===== src/rtl/kbc_mbox_pkg.sv =====
package kbc_mbox_pkg;
  localparam int STAT_W   = 8;
  localparam int STAT_OBF = 0;
  localparam int STAT_IBF = 1;
  localparam int STAT_CMD = 3;
  localparam int IRQ_N    = 2;
  localparam int IRQ_KBD  = 0;
  localparam int IRQ_AUX  = 1;
endpackage


===== src/rtl/kbc_inbuf.sv =====
module kbc_inbuf #(
  parameter int DW = 8
) (
  input  logic          clk,
  input  logic          rst_n,
  input  logic          wr_en,
  input  logic          wr_cmd,
  input  logic [DW-1:0] wr_data,
  input  logic          rd_en,
  output logic [DW-1:0] data_q,
  output logic          full_q,
  output logic          cmd_q
);
  logic full_d;

  // set beats clear when both land in one cycle
  always_comb begin
    full_d = full_q;
    if (rd_en) full_d = 1'b0;
    if (wr_en) full_d = 1'b1;
  end

  always_ff @(posedge clk or negedge rst_n) begin
    if (!rst_n) begin
      full_q <= 1'b0;
    end else begin
      full_q <= full_d;
    end
  end

  always_ff @(posedge clk or negedge rst_n) begin
    if (!rst_n) begin
      data_q <= '0;
      cmd_q  <= 1'b0;
    end else if (wr_en) begin
      data_q <= wr_data;
      cmd_q  <= wr_cmd;
    end
  end
endmodule


===== src/rtl/kbc_outbuf.sv =====
module kbc_outbuf #(
  parameter int DW = 8
) (
  input  logic          clk,
  input  logic          rst_n,
  input  logic          wr_en,
  input  logic [DW-1:0] wr_data,
  input  logic          rd_en,
  output logic [DW-1:0] data_q,
  output logic          full_q
);
  logic full_d;

  always_comb begin
    full_d = full_q;
    if (rd_en) full_d = 1'b0;
    if (wr_en) full_d = 1'b1;
  end

  always_ff @(posedge clk or negedge rst_n) begin
    if (!rst_n) begin
      full_q <= 1'b0;
    end else begin
      full_q <= full_d;
    end
  end

  always_ff @(posedge clk or negedge rst_n) begin
    if (!rst_n) begin
      data_q <= '0;
    end else if (wr_en) begin
      data_q <= wr_data;
    end
  end
endmodule


===== src/rtl/kbc_irq_gate.sv =====
module kbc_irq_gate #(
  parameter int N = 2
) (
  input  logic         clk,
  input  logic         rst_n,
  input  logic         gate_set,
  input  logic         port_wr,
  input  logic [N-1:0] port_val,
  input  logic [N-1:0] flag_src,
  output logic [N-1:0] irq
);
  logic         gate_q, gate_d;
  logic [N-1:0] port_q;

  // sticky: only reset can clear the gating mode
  always_comb begin
    gate_d = gate_q | gate_set;
  end

  always_ff @(posedge clk or negedge rst_n) begin
    if (!rst_n) begin
      gate_q <= 1'b0;
    end else begin
      gate_q <= gate_d;
    end
  end

  always_ff @(posedge clk or negedge rst_n) begin
    if (!rst_n) begin
      port_q <= '0;
    end else if (port_wr) begin
      port_q <= port_val;
    end
  end

  for (genvar g = 0; g < N; g++) begin : g_line
    always_comb begin
      if (gate_q) irq[g] = port_q[g] & flag_src[g];
      else        irq[g] = port_q[g];
    end
  end
endmodule


===== src/rtl/kbc_mailbox.sv =====
module kbc_mailbox
  import kbc_mbox_pkg::*;
#(
  parameter int DATA_W = 8
) (
  input  logic              clk,
  input  logic              rst_n,
  input  logic              host_wr_en,
  input  logic              host_wr_cmd,
  input  logic [DATA_W-1:0] host_wr_data,
  input  logic              host_rd_en,
  output logic [DATA_W-1:0] host_rd_data,
  output logic [STAT_W-1:0] status,
  input  logic              cpu_wr_en,
  input  logic [DATA_W-1:0] cpu_wr_data,
  input  logic              cpu_rd_en,
  output logic [DATA_W-1:0] cpu_rd_data,
  input  logic              cpu_gate_en,
  input  logic              cpu_port_wr,
  input  logic              cpu_port_kb,
  input  logic              cpu_port_ms,
  output logic              kbd_irq,
  output logic              aux_irq
);
  logic             ibf, obf, cmd_tag;
  logic [IRQ_N-1:0] port_val, flag_src, irq_vec;

  kbc_inbuf #(.DW(DATA_W)) u_in (
    .clk     (clk),
    .rst_n   (rst_n),
    .wr_en   (host_wr_en),
    .wr_cmd  (host_wr_cmd),
    .wr_data (host_wr_data),
    .rd_en   (cpu_rd_en),
    .data_q  (cpu_rd_data),
    .full_q  (ibf),
    .cmd_q   (cmd_tag)
  );

  kbc_outbuf #(.DW(DATA_W)) u_out (
    .clk     (clk),
    .rst_n   (rst_n),
    .wr_en   (cpu_wr_en),
    .wr_data (cpu_wr_data),
    .rd_en   (host_rd_en),
    .data_q  (host_rd_data),
    .full_q  (obf)
  );

  always_comb begin
    port_val           = '0;
    flag_src           = '0;
    port_val[IRQ_KBD]  = cpu_port_kb;
    port_val[IRQ_AUX]  = cpu_port_ms;
    flag_src[IRQ_KBD]  = obf;
    flag_src[IRQ_AUX]  = ~ibf;
  end

  kbc_irq_gate #(.N(IRQ_N)) u_irq (
    .clk      (clk),
    .rst_n    (rst_n),
    .gate_set (cpu_gate_en),
    .port_wr  (cpu_port_wr),
    .port_val (port_val),
    .flag_src (flag_src),
    .irq      (irq_vec)
  );

  assign kbd_irq = irq_vec[IRQ_KBD];
  assign aux_irq = irq_vec[IRQ_AUX];

  always_comb begin
    status           = '0;
    status[STAT_OBF] = obf;
    status[STAT_IBF] = ibf;
    status[STAT_CMD] = cmd_tag;
  end
endmodule


===== config.mk =====
export PLATFORM = sky130hd
export DESIGN_NAME = kbc_mailbox
export DESIGN_NICKNAME = d
export VERILOG_FILES = /design/src/rtl/kbc_mbox_pkg.sv /design/src/rtl/kbc_inbuf.sv /design/src/rtl/kbc_outbuf.sv /design/src/rtl/kbc_irq_gate.sv /design/src/rtl/kbc_mailbox.sv
export SDC_FILE = /design/constraint.sdc
export NUM_CORES = 1
export LEC_CHECK = 0
export ABC_AREA = 1
export CAP_MARGIN = 10
export CORE_UTILIZATION = 45
export CTS_CLUSTER_DIAMETER = 80
export DETAILED_ROUTE_END_ITERATION = 7
export DONT_BUFFER_PORTS = 1
export PLACE_DENSITY_LB_ADDON = 0.3
export SLEW_MARGIN = 10
export SYNTH_ARGS = -nofsm -noshare
export SYNTH_HDL_FRONTEND = slang
export SYNTH_HIERARCHICAL = 1
export SYNTH_SLANG_ARGS = --single-unit

===== constraint.sdc =====
create_clock -name clk -period 0.88 [get_ports clk]
set_input_delay 0.132 -clock clk [delete_from_list [all_inputs] [get_ports clk]]
set_output_delay 0.132 -clock clk [all_outputs]
set_load 0.01 [all_outputs]

==> report_table.html <==
<table>
<tr><th>Metric</th><th>Value</th></tr>
<tr><th colspan="2">Run status</th></tr>
<tr><td>Result of the run</td><td>finished with violations</td></tr>
<tr><td>Failing checks</td><td>negative hold slack, negative setup slack</td></tr>
<tr><th colspan="2">Pwr</th></tr>
<tr><td>Static power due to leakage</td><td>0.669 nW</td></tr>
<tr><td>Power Dens Cells</td><td>1620 nW/µm²</td></tr>
<tr><td>Worst IR drop on VDD</td><td>between 900 and 1000 µV</td></tr>
<tr><td>Final total power</td><td>1.97 mW</td></tr>
<tr><th colspan="2">Global route</th></tr>
<tr><td>Maximum number of pins on one net before global-route repair</td><td>23</td></tr>
<tr><td>First-pass GRT wire length</td><td>between 2000 and 3000 µm</td></tr>
<tr><td>Leftover overflow at the end of global routing</td><td>0</td></tr>
<tr><td>Vias in the first global route</td><td>around 640</td></tr>
<tr><td>Initial antenna violation count</td><td>0</td></tr>
<tr><td>Total Routing Usage GR</td><td>0.173</td></tr>
<tr><th colspan="2">Finish</th></tr>
<tr><td>Most used cells in the layout excluding fill and tap cells</td><td>61 x sky130_fd_sc_hd__nand2_1, 23 x sky130_fd_sc_hd__dlygate4sd3_1, 19 x sky130_fd_sc_hd__dfrtp_1</td></tr>
<tr><td>Share of layout cells above drive strength 1</td><td>0.121</td></tr>
<tr><td>Count of fill cells added during filler insertion</td><td>178</td></tr>
<tr><td>Number of nets in the finished design</td><td>160</td></tr>
<tr><td>Most frequent standard cell in the layout excluding fill and tap cells</td><td>sky130_fd_sc_hd__nand2_1</td></tr>
<tr><td>Antenna diodes</td><td>0</td></tr>
<tr><td>Area Growth Syn to Fin</td><td>31.8%</td></tr>
<tr><th colspan="2">Worst hold path</th></tr>
<tr><td>Type of the tightest min-delay check</td><td>input port to async pin</td></tr>
<tr><th colspan="2">Timing</th></tr>
<tr><td>RSZ-0062 raised after global routing</td><td>true</td></tr>
<tr><td>Largest clock skew in the final design</td><td>0 ns</td></tr>
<tr><td>Setup Total Neg Slack</td><td>-0.417 ns</td></tr>
<tr><td>Final worst slack</td><td>-0.223 ns</td></tr>
<tr><td>Worst Hold Margin</td><td>-0.0428 ns</td></tr>
<tr><td>Time the final worst path needs with I/O delays and setup</td><td>1.10 ns</td></tr>
<tr><td>Achievable clock frequency</td><td>907 MHz</td></tr>
<tr><td>Final Hold Vio Count</td><td>22</td></tr>
<tr><td>Total setup violations reported at the end of the flow</td><td>2</td></tr>
<tr><td>Worst-case headroom to the max-slew limit</td><td>0.378</td></tr>
<tr><td>Slew of the pin with the lowest slew margin</td><td>roughly 0.93 ns</td></tr>
<tr><td>Final cycle utilization of the critical path</td><td>1.25</td></tr>
<tr><td>Number of slew-limit violations in the final report</td><td>0</td></tr>
<tr><th colspan="2">Clock tree</th></tr>
<tr><td>H-tree Lvls</td><td>1</td></tr>
<tr><td>Clock tree from TritonCTS</td><td>built</td></tr>
<tr><td>Clk slew on worst S/H paths</td><td>0.11 ns</td></tr>
<tr><td>Inserted Clock Buffers</td><td>3</td></tr>
<tr><td>Insertion delay to the later sink of the worst-skew pair</td><td>0.29 ns</td></tr>
<tr><td>Root buf cell</td><td>sky130_fd_sc_hd__clkbuf_4</td></tr>
<tr><td>Number of clock sinks seen by CTS</td><td>22</td></tr>
<tr><td>Number of buffers on the longest clock path</td><td>2</td></tr>
<tr><td>Post-CTS setup buffers</td><td>0</td></tr>
<tr><th colspan="2">Synth</th></tr>
<tr><td>Synth Area in Adders</td><td>0</td></tr>
<tr><td>Portion of the post-synthesis area used by sequential elements</td><td>0.596</td></tr>
<tr><td>Netlist area before placement</td><td>a little over 900 µm²</td></tr>
<tr><td>Number of unique standard cell types used by synthesis</td><td>9</td></tr>
<tr><td>Synth top area cells</td><td>sky130_fd_sc_hd__dfrtp_1 60%, sky130_fd_sc_hd__nand2_1 26%, sky130_fd_sc_hd__buf_4 6.5%</td></tr>
<tr><td>FF+latch count, synth</td><td>22</td></tr>
<tr><td>Main combinational cell family by area after synthesis</td><td>simple AND/OR/NAND/NOR gates</td></tr>
<tr><td>Compound-cell area share of the yosys netlist</td><td>0</td></tr>
<tr><td>Synthesized instance count</td><td>108</td></tr>
<tr><td>Share of the synthesized netlist area taken by xor and xnor gates</td><td>0</td></tr>
<tr><td>Multiplexer area fraction after synthesis</td><td>0</td></tr>
<tr><td>Synthesis warning total</td><td>6</td></tr>
<tr><td>Synthesized-area fraction occupied by and/or/nand/nor cells</td><td>0.282</td></tr>
<tr><td>Area fraction of the dominant cell type after synthesis</td><td>0.596</td></tr>
<tr><td>Biggest area consumer among synthesized cells</td><td>sky130_fd_sc_hd__dfrtp_1</td></tr>
<tr><td>Syn avg cell area</td><td>8.55 µm²</td></tr>
<tr><th colspan="2">Placement</th></tr>
<tr><td>Buffers added on ports</td><td>0</td></tr>
<tr><td>Detail Placement HPWL</td><td>approximately 1100 µm</td></tr>
<tr><td>Final weighted congestion in routability-driven placement</td><td>0.579</td></tr>
<tr><th colspan="2">Floorplan</th></tr>
<tr><td>Number of rows created at floorplan</td><td>16</td></tr>
<tr><td>Io pins</td><td>between 50 and 60</td></tr>
<tr><td>X dimension of the die</td><td>about 47 µm</td></tr>
<tr><td>Full die area</td><td>between 2000 and 2500 µm²</td></tr>
<tr><td>Core Box Area</td><td>a little under 2000 µm²</td></tr>
<tr><td>Vertical die dimension</td><td>between 40 and 50 µm</td></tr>
<tr><td>Starting density of the core</td><td>0.476</td></tr>
<tr><th colspan="2">Setup path</th></tr>
<tr><td>Startpoint types</td><td>flip-flop</td></tr>
<tr><td>Cell Chain, Critical Path</td><td>inv_1 -&gt; nand3_2 -&gt; nand2_2</td></tr>
<tr><td>Crit-path leading delay family</td><td>flip-flops</td></tr>
<tr><td>Total buffers and inverters traversed by the critical path</td><td>1</td></tr>
<tr><td>Crit Path Class</td><td>flip-flop to output pin</td></tr>
<tr><td>Maximum net fanout on the critical path</td><td>3</td></tr>
<tr><td>Highest-delay cell along the critical path</td><td>sky130_fd_sc_hd__dfrtp_2</td></tr>
<tr><td>R2r setup slk</td><td>0.09 ns</td></tr>
<tr><td>Endpoint class of the critical path</td><td>output pin</td></tr>
<tr><td>Required time worst endpoint</td><td>0.75 ns</td></tr>
<tr><td>Crit path arrival time</td><td>0.97 ns</td></tr>
<tr><td>Slowest Stage Delay on Critical Path</td><td>0.45 ns</td></tr>
<tr><th colspan="2">Routing</th></tr>
<tr><td>Routed wire length</td><td>1820 µm</td></tr>
<tr><td>Wire length the detailed router placed on met1</td><td>749 µm</td></tr>
<tr><td>Met3 routed wirelength</td><td>126 µm</td></tr>
<tr><td>Topmost layer with routed signal wires</td><td>met4</td></tr>
<tr><td>Post-detailed-route via-to-cell ratio</td><td>4.45</td></tr>
<tr><td>First-pass detailed-route iteration total</td><td>4</td></tr>
<tr><td>ANT nets after route</td><td>0</td></tr>
<tr><td>Post-detailed-route DRC marker count</td><td>0</td></tr>
<tr><td>Metal2 WL</td><td>about 900 µm</td></tr>
<tr><td>Number of DRC violations after detailed-routing iteration 0</td><td>11</td></tr>
<tr><td>Via count</td><td>707</td></tr>
<tr><td>Average routed wire per standard cell</td><td>11.4 µm</td></tr>
<tr><th colspan="2">Job</th></tr>
<tr><td>Max Cap Violations</td><td>0</td></tr>
</table>
synthesized netlist by cell type, drive strengths merged:
cell	number
buf	10
conb	1
dfrtp	22
inv	7
nand2	65
nand3	2
or2	1
layer usage:
layer / GRT usage / vias up
li1: - / 352
met1: 0.200 / 317
met2: 0.288 / 34
met3: 0.0538 / 4
met4: 0.0857 / 0
met5: 0 / -
final cells by class:
| cell class | count | area [µm²] | area share |
|---|---|---|---|
| Sequential cell | 22 | 554 | 0.455 |
| Multi-Input combinational cell | 73 | 299 | 0.246 |
| Timing Repair Buffer | 26 | 268 | 0.220 |
| Clock buffer | 4 | 36.3 | 0.0298 |
| Tap cell | 27 | 33.8 | 0.0277 |
| Inverter | 7 | 26.3 | 0.0216 |
report_power, final:
group          total (mW)  leakage, nW  switching (mW)  internal (mW)
Sequential           1.20        0.260           0.100           1.10
Combinational       0.249        0.388           0.125          0.124
Clock               0.529       0.0210           0.278          0.252
path summary, 6_finish.rpt:
check / from / endpoint / cells after the start
worst max register to register: u_irq/gate_q$_DFF_PN0_ / u_irq/gate_q$_DFF_PN0_ / 1
worst min register to register: u_in/full_q$_DFFE_PN0P_ / u_in/full_q$_DFFE_PN0P_ / 2
worst max-delay path: u_in/full_q$_DFFE_PN0P_ / aux_irq / 3
worst min-delay path: rst_n / u_in/cmd_q$_DFFE_PN0P_ / 1
min in group clk: cpu_wr_en / u_out/data_q[5]$_DFFE_PN0P_ / 3
max in group asynchronous: rst_n / u_irq/gate_q$_DFF_PN0_ / 1
cells by family (layout without fill, tap and decap cells):
| kind of cell | Yosys count | after routing |
|---|---|---|
| buffers and inverters | 17 | 37 |
| flip-flops | 22 | 22 |
| other | 1 | 5 |
| AND/OR/NAND/NOR | 68 | 68 |
stage by stage:
step	std cells	worst slack, ns	utilization	cell area (µm²)
floorplan	112	0.169	-	938
global placement	129	0.102	0.458	890
detailed placement	129	0.0763	0.458	890
CTS	159	-0.254	0.616	1200
global route	159	-0.304	0.627	1220
finish	159	-0.223	0.627	1220
flip-flops by register name, indices dropped and copies added (netlist names):
signal / cells
u_irq/gate_q: 1
u_irq/port_q: 2
u_out/data_q: 8
u_in/data_q: 8
u_in/cmd_q: 1
u_in/full_q: 1
u_out/full_q: 1
timing repair:
item	4_1_cts	5_1_grt
hold buffers	26	0
endpoints found under the hold margin	44	0
pin swaps	2	2
endpoints found under the setup margin	13	62
resized for setup	3	11
(Power assumes the default switching activity.)
